### src/rtl/optport_pkg.sv
package optport_pkg;

  // Transmit pin function codes (tx_sel)
  typedef enum logic [1:0] {
    TXF_SERIAL  = 2'b00,
    TXF_GPIO    = 2'b01,
    TXF_PULSE_A = 2'b10,
    TXF_PULSE_B = 2'b11
  } txfn_e;

  // Carrier low-time codes (duty_sel)
  typedef enum logic [1:0] {
    DUTY_HALF      = 2'b00,
    DUTY_QUARTER   = 2'b01,
    DUTY_EIGHTH    = 2'b10,
    DUTY_SIXTEENTH = 2'b11
  } duty_e;

endpackage

### src/rtl/optport_carrier.sv
module optport_carrier
  import optport_pkg::*;
#(
  parameter int PERIOD_CYC = 1315
) (
  input  logic       clk,
  input  logic       rst_n,
  input  logic       run,
  input  logic [1:0] duty_sel,
  output logic       burst_low
);

  localparam int CNT_W = (PERIOD_CYC > 1) ? $clog2(PERIOD_CYC) : 1;
  localparam logic [CNT_W-1:0] LAST  = CNT_W'(PERIOD_CYC - 1);
  localparam logic [CNT_W-1:0] LOW_2  = CNT_W'(PERIOD_CYC >> 1);
  localparam logic [CNT_W-1:0] LOW_4  = CNT_W'(PERIOD_CYC >> 2);
  localparam logic [CNT_W-1:0] LOW_8  = CNT_W'(PERIOD_CYC >> 3);
  localparam logic [CNT_W-1:0] LOW_16 = CNT_W'(PERIOD_CYC >> 4);

  logic [CNT_W-1:0] phase_q, phase_d;
  logic [CNT_W-1:0] low_len;

  always_comb begin
    case (duty_e'(duty_sel))
      DUTY_HALF:    low_len = LOW_2;
      DUTY_QUARTER: low_len = LOW_4;
      DUTY_EIGHTH:  low_len = LOW_8;
      default:      low_len = LOW_16;
    endcase
  end

  // Phase restarts whenever the carrier is not running
  always_comb begin
    if (!run)                phase_d = '0;
    else if (phase_q == LAST) phase_d = '0;
    else                      phase_d = phase_q + 1'b1;
  end

  always_ff @(posedge clk or negedge rst_n) begin
    if (!rst_n) phase_q <= '0;
    else        phase_q <= phase_d;
  end

  assign burst_low = run && (phase_q < low_len);

endmodule

### src/rtl/optport_txpath.sv
module optport_txpath
  import optport_pkg::*;
(
  input  logic       clk,
  input  logic       rst_n,
  input  logic       run,
  input  logic       burst_low,
  input  logic       ser_tx,
  input  logic       tx_inv,
  input  logic [1:0] tx_sel,
  input  logic       gpio_out,
  input  logic       pulse_a,
  input  logic       pulse_b,
  output logic       tx_pin
);

  logic shaped;
  logic opt_bit;
  logic pin_d, pin_q;

  // Data high holds idle; data low lets the carrier through
  always_comb begin
    if (run) shaped = ser_tx | ~burst_low;
    else     shaped = ser_tx;
    opt_bit = shaped ^ tx_inv;
  end

  always_comb begin
    case (txfn_e'(tx_sel))
      TXF_SERIAL:  pin_d = opt_bit;
      TXF_GPIO:    pin_d = gpio_out;
      TXF_PULSE_A: pin_d = pulse_a;
      default:     pin_d = pulse_b;
    endcase
  end

  always_ff @(posedge clk or negedge rst_n) begin
    if (!rst_n) pin_q <= 1'b1;
    else        pin_q <= pin_d;
  end

  assign tx_pin = pin_q;

endmodule

### src/rtl/optport_rxpath.sv
module optport_rxpath #(
  parameter int SYNC_STAGES = 2
) (
  input  logic clk,
  input  logic rst_n,
  input  logic rx_pin,
  input  logic rx_inv,
  input  logic rx_dis,
  output logic ser_rx,
  output logic gpio_in
);

  logic [SYNC_STAGES-1:0] sync_q;

  genvar gi;
  generate
    for (gi = 0; gi < SYNC_STAGES; gi++) begin : g_sync
      logic stage_d;
      if (gi == 0) begin : g_first
        assign stage_d = rx_pin;
      end else begin : g_next
        assign stage_d = sync_q[gi-1];
      end
      always_ff @(posedge clk or negedge rst_n) begin
        if (!rst_n) sync_q[gi] <= 1'b1;
        else        sync_q[gi] <= stage_d;
      end
    end
  endgenerate

  logic rx_sync;
  assign rx_sync = sync_q[SYNC_STAGES-1];

  always_comb begin
    if (rx_dis) begin
      ser_rx  = 1'b1;
      gpio_in = rx_sync;
    end else begin
      ser_rx  = rx_sync ^ rx_inv;
      gpio_in = 1'b0;
    end
  end

endmodule

### src/rtl/optport_mod.sv
module optport_mod
  import optport_pkg::*;
#(
  parameter int CLK_HZ      = 50_000_000,
  parameter int CARRIER_HZ  = 38_000,
  parameter int SYNC_STAGES = 2
) (
  input  logic       clk,
  input  logic       rst_n,
  input  logic       brownout,
  input  logic       ser_tx,
  input  logic       gpio_out,
  input  logic       pulse_a,
  input  logic       pulse_b,
  input  logic       mod_en,
  input  logic [1:0] duty_sel,
  input  logic       tx_inv,
  input  logic [1:0] tx_sel,
  input  logic       rx_inv,
  input  logic       rx_dis,
  input  logic       rx_pin,
  output logic       tx_pin,
  output logic       ser_rx,
  output logic       gpio_in
);

  localparam int PERIOD_CYC = CLK_HZ / CARRIER_HZ;

  logic run;
  logic burst_low;

  assign run = mod_en & ~brownout;

  optport_carrier #(.PERIOD_CYC(PERIOD_CYC)) u_carrier (
    .clk       (clk),
    .rst_n     (rst_n),
    .run       (run),
    .duty_sel  (duty_sel),
    .burst_low (burst_low)
  );

  optport_txpath u_tx (
    .clk       (clk),
    .rst_n     (rst_n),
    .run       (run),
    .burst_low (burst_low),
    .ser_tx    (ser_tx),
    .tx_inv    (tx_inv),
    .tx_sel    (tx_sel),
    .gpio_out  (gpio_out),
    .pulse_a   (pulse_a),
    .pulse_b   (pulse_b),
    .tx_pin    (tx_pin)
  );

  optport_rxpath #(.SYNC_STAGES(SYNC_STAGES)) u_rx (
    .clk     (clk),
    .rst_n   (rst_n),
    .rx_pin  (rx_pin),
    .rx_inv  (rx_inv),
    .rx_dis  (rx_dis),
    .ser_rx  (ser_rx),
    .gpio_in (gpio_in)
  );

endmodule

### config.mk
export PLATFORM = sky130hd
export DESIGN_NAME = optport_mod
export DESIGN_NICKNAME = d
export VERILOG_FILES = /design/src/rtl/optport_pkg.sv /design/src/rtl/optport_carrier.sv /design/src/rtl/optport_txpath.sv /design/src/rtl/optport_rxpath.sv /design/src/rtl/optport_mod.sv
export SDC_FILE = /design/constraint.sdc
export NUM_CORES = 1
export LEC_CHECK = 0
export ABC_AREA = 1
export CORE_MARGIN = 1
export CORE_UTILIZATION = 46
export CTS_BUF_LIST = sky130_fd_sc_hd__clkbuf_8 sky130_fd_sc_hd__clkbuf_16
export CTS_CLUSTER_DIAMETER = 100
export CTS_CLUSTER_SIZE = 25
export DETAILED_ROUTE_END_ITERATION = 10
export GPL_ROUTABILITY_DRIVEN = 0
export PLACE_DENSITY = 0.74
export SLEW_MARGIN = 20
export SYNTH_ARGS = -nofsm -noshare
export SYNTH_HDL_FRONTEND = slang
export SYNTH_SLANG_ARGS = --single-unit
### constraint.sdc
create_clock -name clk -period 1.5 [get_ports clk]
set_input_delay 0.225 -clock clk [delete_from_list [all_inputs] [get_ports clk]]
set_output_delay 0.225 -clock clk [all_outputs]
set_load 0.005 [all_outputs]
* Word-level counts from Yosys, hierarchy flattened
Cells that the tools add are included.
Storage, ports and cells: flip-flop bits (word level) 14, logic and storage cells 27, input bits 16, output and inout port bits 3
Cells by class: magnitude comparators 1, add/subtract/negate cells 1, bitwise gates (word level) 6, eq/ne operators 5, muxes and demuxes 7, reductions and logical operators 3
Operators by type and width (number):
- 10-bit case mux with 3 select lines | 1
- 11-bit two-way mux | 2
- 11-bit by 1-bit adder with 11-bit output, second input constant | 1
- 11-bit == test, second input constant | 1
- 11-bit by 10-bit < comparator with 1-bit output | 1
- 2-bit by 1-bit == test with 1-bit output, second input constant | 2
- 2-bit == test, second input constant | 2
- 2-bit zero test | 2
- 1-bit two-way mux | 3
- 1-bit case mux with 3 select lines | 1
- 1-bit NOT | 2
- 1-bit bitwise XOR | 2
- 1-bit bitwise AND | 1
- 1-bit logical AND | 1
- 1-bit bitwise OR | 1

* Logic depth before layout (Yosys ltp)
Gate-level depths: netlist of the first run.
word-level depth 9, depth in mapped cells 15, gate-level depth less buffers 15

* Modules after synthesis
From an unflattened synthesis of the first run, not the netlist that was laid out.
Unflattened totals: cell total of the unflattened synthesis 150, area, all modules 1091.0 µm²
By module, submodules not included:
- optport_carrier | sequential area each 275.3 µm², instances 1, area an instance 895.9 µm², cells each 120
- optport_txpath | sequential area each 26.3 µm², instances 1, area an instance 101.3 µm², cells each 18
- optport_rxpath | sequential area each 52.6 µm², instances 1, area an instance 83.8 µm², cells each 10
- optport_mod | sequential area each 0.0 µm², instances 1, area an instance 10.0 µm², cells each 2

* Worst setup path before layout of the first run
OpenSTA, ideal clock, no wires.
kind register to register, from register u_carrier.phase_q[0], to register u_carrier.phase_q[2], cell stages (with the launch flop) 6, path buffers 0, setup slack 0.020 ns, data required time 1.349 ns, arrival time 1.329 ns, setup time 0.151 ns, clock period less this slack 1.480 ns, cell sequence dfrtp_1 inv_1 ha_1 nand4_1 o41ai_1 nor3_1
Between the ends: word-level cells in the longest chain between the ends 3, elaborated cells between the ends (all ways) 4, classes of those cells 1 x add/sub; 1 x eq/ne; 2 x mux
Ends and longest elaborated chain:
- start, declared | line optport_carrier.sv:20 | logic [CNT_W-1:0] phase_q, phase_d;
- start signal, assigned | line optport_carrier.sv:41 | else phase_q <= phase_d;
- 11-bit by 1-bit adder with 11-bit output or 11-bit == test (tied branches) | line optport_carrier.sv:36, optport_carrier.sv:35
- 11-bit two-way mux * | line optport_carrier.sv:35 | else if (phase_q == LAST) phase_d = '0;
- 11-bit two-way mux * | line optport_carrier.sv:34 | if (!run) phase_d = '0;
- net u_carrier.phase_d[2] | line optport_carrier.sv:20
Mark *: on every way through the listed nets, which the timed path passes. The rest lies on a longest branch.

* Final worst setup path of the first run
from register u_carrier.phase_q[2], to register u_tx.pin_q (netlist: u_tx.tx_pin)
Between the ends: word-level cells in the longest chain between the ends 7
Ends and longest elaborated chain:
- 11-bit by 10-bit < comparator with 1-bit output | line optport_carrier.sv:44 | assign burst_low = run && (phase_q < low_len);
- 1-bit logical AND | line optport_carrier.sv:44
- 1-bit NOT | line optport_txpath.sv:23 | if (run) shaped = ser_tx | ~burst_low;
- 1-bit bitwise OR | line optport_txpath.sv:23
- 1-bit two-way mux | line optport_txpath.sv:23
- 1-bit bitwise XOR | line optport_txpath.sv:25 | opt_bit = shaped ^ tx_inv;
- 1-bit case mux with 3 select lines | line optport_txpath.sv:29 | case (txfn_e'(tx_sel))
- net u_tx.pin_d | line optport_txpath.sv:19 | logic pin_d, pin_q;
- end signal, assigned | line optport_txpath.sv:39 | else pin_q <= pin_d;
- end, declared | line optport_txpath.sv:19
The timed path passes the listed nets, and every way through them passes these cells.

==> run_results.csv, run 1 <==
group,metric,value,unit
outcome,status,"completed",
cells_and_area,drive_above_1_share,25.0,%
grt,grt_pass1_wl,3.65,mm
logic_synthesis,syn_avg_cell_area,7.31,µm²
sta,relSlewSlack,80.4,%
logic_synthesis,synth_seq_cells,14,
logic_synthesis,ys_types,19,
clock_tree,clk_pin_slew,0.06,ns
sta,drv_slew,0,
cells_and_area,diodes,0,
cells_and_area,final_util,68.9,%
worst_setup_path,cp-start-kind,"register",
worst_setup_path,crit_chain,"ha_1, nand2_1, inv_1, nand2_1, nand2_1, nand2_1, nand3_1, nand2_1, nand2_1, nand2_1, nand3_1, nand3_1",
floorplanning,die_w,50,µm
worst_setup_path,reg2reg_slack,0.01,ns
worst_setup_path,path_max_fanout,5,
cells_and_area,n_fill_cell,178,
job,cap_violations,0,
floorplanning,initial_utilization,48.4,%
worst_setup_path,cpMostUsedCell,"nand2_1",
worst_setup_path,critPathKind,"register to register",
sta,period_share,99.3,%
worst_setup_path,timing.rr.start,"u_carrier.phase_q[2]$_DFF_PN0_",
place,port_buffers,18,
clock_tree,cts_buffers,3,
worst_setup_path,cp_slowest_stage_delay,0.44,ns
sta,finalHoldViolCount,0,
logic_synthesis,synthesis.instances,145,
pwr,power.leakage,0.781,nW
route,drc,0,
sta,min_period,1.49,ns
worst_setup_path,worstReg2RegEnd,"u_tx.tx_pin$_DFF_PN1_",
worst_setup_path,worstSetupEndpointType,"register",
route,wl,2.28,mm
cells_and_area,seqCellArea,357,µm²
sta,grt_setup_unrepaired,"true",
route,drtIter0Drc,19,
logic_synthesis,yosysWarnings,0,
route,vias,991,
pwr,ir_drop,654,µV
worst_setup_path,critical_path_required,1.69,ns
sta,skew,0.000846,ns
hold_path,hp-class,"input pin to async pin",
worst_setup_path,worstPathArrival,1.68,ns
route,vias_per_cell,4.76,
worst_setup_path,r2r_cells,12,
cells_and_area,multiInputGateArea,677,µm²
floorplanning,fp-row-count,17,
clock_tree,clock_path_buffers,2,
clock_tree,ctsHoldBuffers,0,
clock_tree,cts_tree,"built",
grt,track_usage,19.7,%
cells_and_area,nets,212,
clock_tree,cts_root_buffer,"clkbuf_8",
floorplanning,die_y,50,µm
sta,max_freq,671,MHz
cells_and_area,syn_to_final_growth,42.5,%
clock_tree,cts_sinks,14,
place,placed_cells_incl_taps,200,
logic_synthesis,yosysSeqAreaShare,33.4,%
route,dr.pass1.iters,4,
place,dp_hpwl,1.79,mm
floorplanning,die-area,0.00250,mm²
logic_synthesis,syn_area,0.00106,mm²
clock_tree,htreeDepth,1,
cells_and_area,layout.cells.non_filler,208,
sta,final.setup.tns,0,ns
route,final_antenna_net_count,0,
pwr,power.density,611,mW/mm²
grt,grt_pass1_vias,951,
grt,antenna_found_initial,0,
sta,setup_viol,0,
route,wl_per_cell,11.0,µm
sta,worstMarginPinSlew,0.291,ns
floorplanning,num_io_pins,19,
grt,grt_max_degree,15,
cells_and_area,mostFrequentLayoutCell,"nand2_1",
logic_synthesis,syn-num-nets,176,
floorplanning,core,0.00219,mm²
grt,grt-ovfl-total,0,
clock_tree,clock_latency,0.25,ns
pwr,p_total,0.923,mW
cells_and_area,final_cell_mix,"nand2_1 (29), inv_1 (27), nor2_1 (16)",
worst_setup_path,crit_slowest_cell,"dfrtp_2",
[worst max-delay path by stage]
stage | slack [ns] | to | from
after floorplan | 0.02 | u_carrier.phase_q[2]$_DFF_PN0_ | u_carrier.phase_q[0]$_DFF_PN0_
after global placement | -0.58 | u_tx.tx_pin$_DFF_PN1_ | duty_sel[0]
after detailed placement | -0.67 | u_tx.tx_pin$_DFF_PN1_ | duty_sel[0]
after CTS | -0.14 | u_tx.tx_pin$_DFF_PN1_ | duty_sel[0]
after global routing | -0.15 | u_tx.tx_pin$_DFF_PN1_ | u_carrier.phase_q[5]$_DFF_PN0_
final | 0.01 | u_tx.tx_pin$_DFF_PN1_ | u_carrier.phase_q[2]$_DFF_PN0_
[registers in the layout, summed over array words and instances (netlist names)]
register	count
u_rx.g_sync.stage_d	1
u_rx.rx_sync	1
u_tx.tx_pin	1
u_carrier.phase_q	11
[cell type report]
cell class,instances,area share (%)
Timing Repair Buffer,31,17.5
Tap cell,28,2.32
Multi-Input combinational cell,99,44.8
Inverter,32,8.12
Clock buffer,4,3.65
Sequential cell,14,23.6
[cells in the mapped netlist]
| library cell | n | area, µm² |
|---|---|---|
| a21oi_1 | 8 | 40.0 |
| and3_1 | 1 | 6.26 |
| dfrtp_1 | 11 | 275 |
| dfstp_2 | 3 | 78.8 |
| ha_1 | 15 | 188 |
| inv_1 | 32 | 120 |
| nand2_1 | 31 | 116 |
| nand3_1 | 8 | 40.0 |
| nand4_1 | 2 | 12.5 |
| nor2_1 | 17 | 63.8 |
| nor2_2 | 3 | 18.8 |
| nor3_1 | 4 | 20.0 |
| nor3_2 | 2 | 20.0 |
| nor3b_1 | 1 | 7.51 |
| nor4_1 | 1 | 6.26 |
| o21ai_0 | 1 | 5.00 |
| o41ai_1 | 1 | 8.76 |
| or2_2 | 1 | 6.26 |
| xor2_1 | 3 | 26.3 |
[through the flow]
stage                     hold slack (ns)  cell area [µm²]  worst slack (ns)
after floorplan                   -0.0706             1060            0.0197
after global placement              0.346             1340            -0.585
after detailed placement            0.349             1340            -0.668
after CTS                           0.288             1420            -0.145
after global routing                0.303             1510            -0.151
final                               0.284             1510            0.0100
[per-layer routing]
metal	track usage, %	up-vias	part of all wire [%]
met1	20.7	446	43
li1	-	526	-
met3	2.78	2	2.8
met2	37.8	17	53
met4	8.57	0	1.3
met5	0	-	0
[worst max-delay path: cells and delay by family (launching register included)]
kind	cells	cell delay [ns]
and+or+nand+nor	10	0.63
DFF	1	0.44
buffers and inverters	1	0.04
adders and majority gates	1	0.33
[what timing repair did]
action	CTS	global route
pin swaps	1	20
setup buffers	1	3
endpoints found under the setup margin	4	7
resized for setup	9	26
[where the power goes]
part,total [mW],internal (mW),switching [mW]
Combinational,0.160,0.0833,0.0768
Sequential,0.395,0.390,0.00456
Clock,0.368,0.233,0.135
Total,0.923,0.706,0.216
[kinds of logic after synthesis]
logic type,after synthesis,synth area share (%)
AO/OA/AOI/OAI,10,5.08
flip-flops,14,33.4
XOR/XNOR,3,2.48
AND/OR/NAND/NOR,71,30.0
buffers and inverters,32,11.3
adder cells (fa/ha/maj),15,17.7
Power figures use the tool's default switching activity.
==> run 2, diff against run 1 <==
--- a/config.mk
+++ b/config.mk
@@ -6,14 +6,13 @@
 export NUM_CORES = 1
 export LEC_CHECK = 0
 export ABC_AREA = 1
-export CORE_MARGIN = 1
-export CORE_UTILIZATION = 46
+export CORE_UTILIZATION = 44
 export CTS_BUF_LIST = sky130_fd_sc_hd__clkbuf_8 sky130_fd_sc_hd__clkbuf_16
 export CTS_CLUSTER_DIAMETER = 100
 export CTS_CLUSTER_SIZE = 25
 export DETAILED_ROUTE_END_ITERATION = 10
 export GPL_ROUTABILITY_DRIVEN = 0
-export PLACE_DENSITY = 0.74
+export PLACE_DENSITY = 0.71
 export SLEW_MARGIN = 20
 export SYNTH_ARGS = -nofsm -noshare
 export SYNTH_HDL_FRONTEND = slang
==> run 2 against run 1 <==
Effect of this change: clock skew grew 0.0018 ns; global-route usage rose by 0.96 points; clock power about the same; via count grew 1.8%; first-iteration DRC count shrank 16%; largest power group unchanged.
==> run_results.csv, run 2 (synthesis gave the netlist of run 1 again) <==
group,metric,value,unit
floorplanning,num_io_pins,19,
pwr,p_total,0.914,mW
floorplanning,die-area,0.00261,mm²
cells_and_area,mostFrequentLayoutCell,"nand2_1",
place,dp_hpwl,1.89,mm
route,drc,0,
route,dr.pass1.iters,4,
pwr,power.density,616,mW/mm²
pwr,p_switching,0.213,mW
clock_tree,clock_latency,0.25,ns
sta,setup_viol,0,
clock_tree,clock_path_buffers,2,
route,vias,1009,
worst_setup_path,worstSetupEndpointType,"register",
grt,antenna_found_initial,0,
sta,skew,0.00267,ns
floorplanning,fp-row-count,17,
floorplanning,initial_utilization,47.5,%
cells_and_area,nets,214,
route,wl,2.46,mm
sta,grt_setup_unrepaired,"true",
pwr,combPwrFrac,16.5,%
sta,worstMarginPinSlew,0.286,ns
pwr,power_frac_seq,43.3,%
grt,grt_pass1_vias,983,
pwr,clkPwrFrac,40.2,%
route,met3_length,62,µm
sta,min_period,1.50,ns
sta,drv_slew,0,
route,vias_per_cell,4.80,
cells_and_area,diodes,0,
hold_path,hp-class,"input pin to async pin",
cells_and_area,final_util,66.5,%
worst_setup_path,critical_path_required,1.63,ns
floorplanning,die_y,51.1,µm
clock_tree,ctsHoldBuffers,0,
floorplanning,core,0.00223,mm²
worst_setup_path,cp_slowest_stage_delay,0.40,ns
pwr,ir_drop,654,µV
cells_and_area,largest-register,"u_carrier.phase_q",
route,wl_met1,1.11,mm
sta,relSlewSlack,80.7,%
worst_setup_path,path_buf_inv,1,
worst_setup_path,cp-start-kind,"register",
worst_setup_path,timing.rr.start,"u_carrier.phase_q[4]$_DFF_PN0_",
floorplanning,die_w,51.1,µm
sta,finalHoldWorstSlack,0.298,ns
clock_tree,htreeDepth,1,
worst_setup_path,crit_slowest_cell,"dfrtp_1",
worst_setup_path,reg2reg_slack,0.001,ns
clock_tree,cts_buffers,3,
cells_and_area,largest_reg_flops,11,
grt,track_usage,20.7,%
pwr,power.leakage,0.772,nW
place,dpl_cell_area,0.00136,mm²
sta,max_freq,667,MHz
route,wl_met2,1.26,mm
pwr,switching_share,23.3,%
worst_setup_path,worstPathArrival,1.63,ns
worst_setup_path,worstReg2RegEnd,"u_carrier.phase_q[9]$_DFF_PN0_",
cells_and_area,drive_above_1_share,24.2,%
worst_setup_path,path_max_fanout,3,
route,final_antenna_net_count,0,
route,drtIter0Drc,16,
grt,grt_pass1_wl,3.95,mm
cells_and_area,n_fill_cell,187,
clock_tree,cts_sinks,14,
sta,finalHoldViolCount,0,
worst_setup_path,r2r_cells,8,
clock_tree,clk_pin_slew,0.06,ns
worst_setup_path,cp_top_family,"simple AND/OR/NAND/NOR gates",
clock_tree,cts_tree,"built",
worst_setup_path,cpMostUsedCell,"nor2_2",
route,wl_per_cell,11.7,µm
cells_and_area,stdcell_area,0.00149,mm²
worst_setup_path,critPathKind,"register to register",
grt,grt_max_degree,15,
cells_and_area,syn_to_final_growth,40.1,%
sta,period_share,99.9,%
cells_and_area,final_cell_mix,"nand2_1 (30), inv_1 (27), buf_4 (15)",
clock_tree,cts_root_buffer,"clkbuf_8",
outcome,status,"completed",
place,port_buffers,18,
worst_setup_path,crit_chain,"inv_2, nor3_4, nand2_1, nor2_2, nand3_2, nor2_2, xor2_1, nor2_1",
route,top_layer_used,"met4",
pwr,internal_power,0.701,mW
job,cap_violations,0,
grt,grt-ovfl-total,0,
run 2: cell types whose count changed in the layout (fill, tap and decap cells not counted), sizes merged:
cell and change:
buf +4, clkbuf -3, clkdlybuf4s15 +1
run 2: area by class of cell:
| class | instances | area (µm²) | share of cell area, % |
|---|---|---|---|
| clock buffer | 4 | 55.1 | 3.71 |
| multi-input combinational | 99 | 632 | 42.5 |
| timing repair buffer | 33 | 284 | 19.1 |
| sequential | 14 | 357 | 24.0 |
| inverter | 32 | 123 | 8.26 |
| tap | 28 | 35.0 | 2.36 |
run 2: worst max-delay path by stage:
stage | start | end | slack, ns | depth (start not counted)
after floorplan | u_carrier.phase_q[0]$_DFF_PN0_ | u_carrier.phase_q[2]$_DFF_PN0_ | 0.02 | 5
after global placement | duty_sel[0] | u_tx.tx_pin$_DFF_PN1_ | -0.61 | 16
after detailed placement | duty_sel[0] | u_tx.tx_pin$_DFF_PN1_ | -0.65 | 16
after CTS | duty_sel[0] | u_tx.tx_pin$_DFF_PN1_ | -0.03 | 16
after global routing | u_carrier.phase_q[9]$_DFF_PN0_ | u_tx.tx_pin$_DFF_PN1_ | -0.13 | 12
final | u_carrier.phase_q[4]$_DFF_PN0_ | u_carrier.phase_q[9]$_DFF_PN0_ | 0.001 | 8
run 2: power by group through the flow:
stage | Combinational [mW] | Clock, mW | Sequential [mW]
2_1_floorplan | 0.0617 | 0 | 0.401
3_3_place_gp | 0.142 | 0 | 0.401
3_5_place_dp | 0.147 | 0 | 0.402
4_1_cts | 0.152 | 0.380 | 0.396
5_1_grt | 0.173 | 0.393 | 0.396
6_report | 0.151 | 0.367 | 0.396
run 2: per-stage QoR:
step | setup WS (ns) | setup TNS (ns) | instances
global placement | -0.610 | -0.664 | 202
floorplan | 0.0197 | 0 | 145
CTS | -0.0256 | -0.0256 | 207
detailed placement | -0.650 | -0.755 | 202
finish | 0.00146 | 0 | 210
global route | -0.134 | -0.761 | 210
run 2: timing repair:
| item | in CTS | in global routing |
|---|---|---|
| pin swaps | 3 | 5 |
| buffers inserted | 1 | 3 |
| endpoints found under the setup margin | 4 | 10 |
| gates resized for setup | 21 | 10 |
run 2: per-layer routing:
layer  up-vias  track usage (%)
li1        526                -
met1       465             23.4
met2        13             37.7
met3         5             3.87
met4         0             7.87
met5         -                0
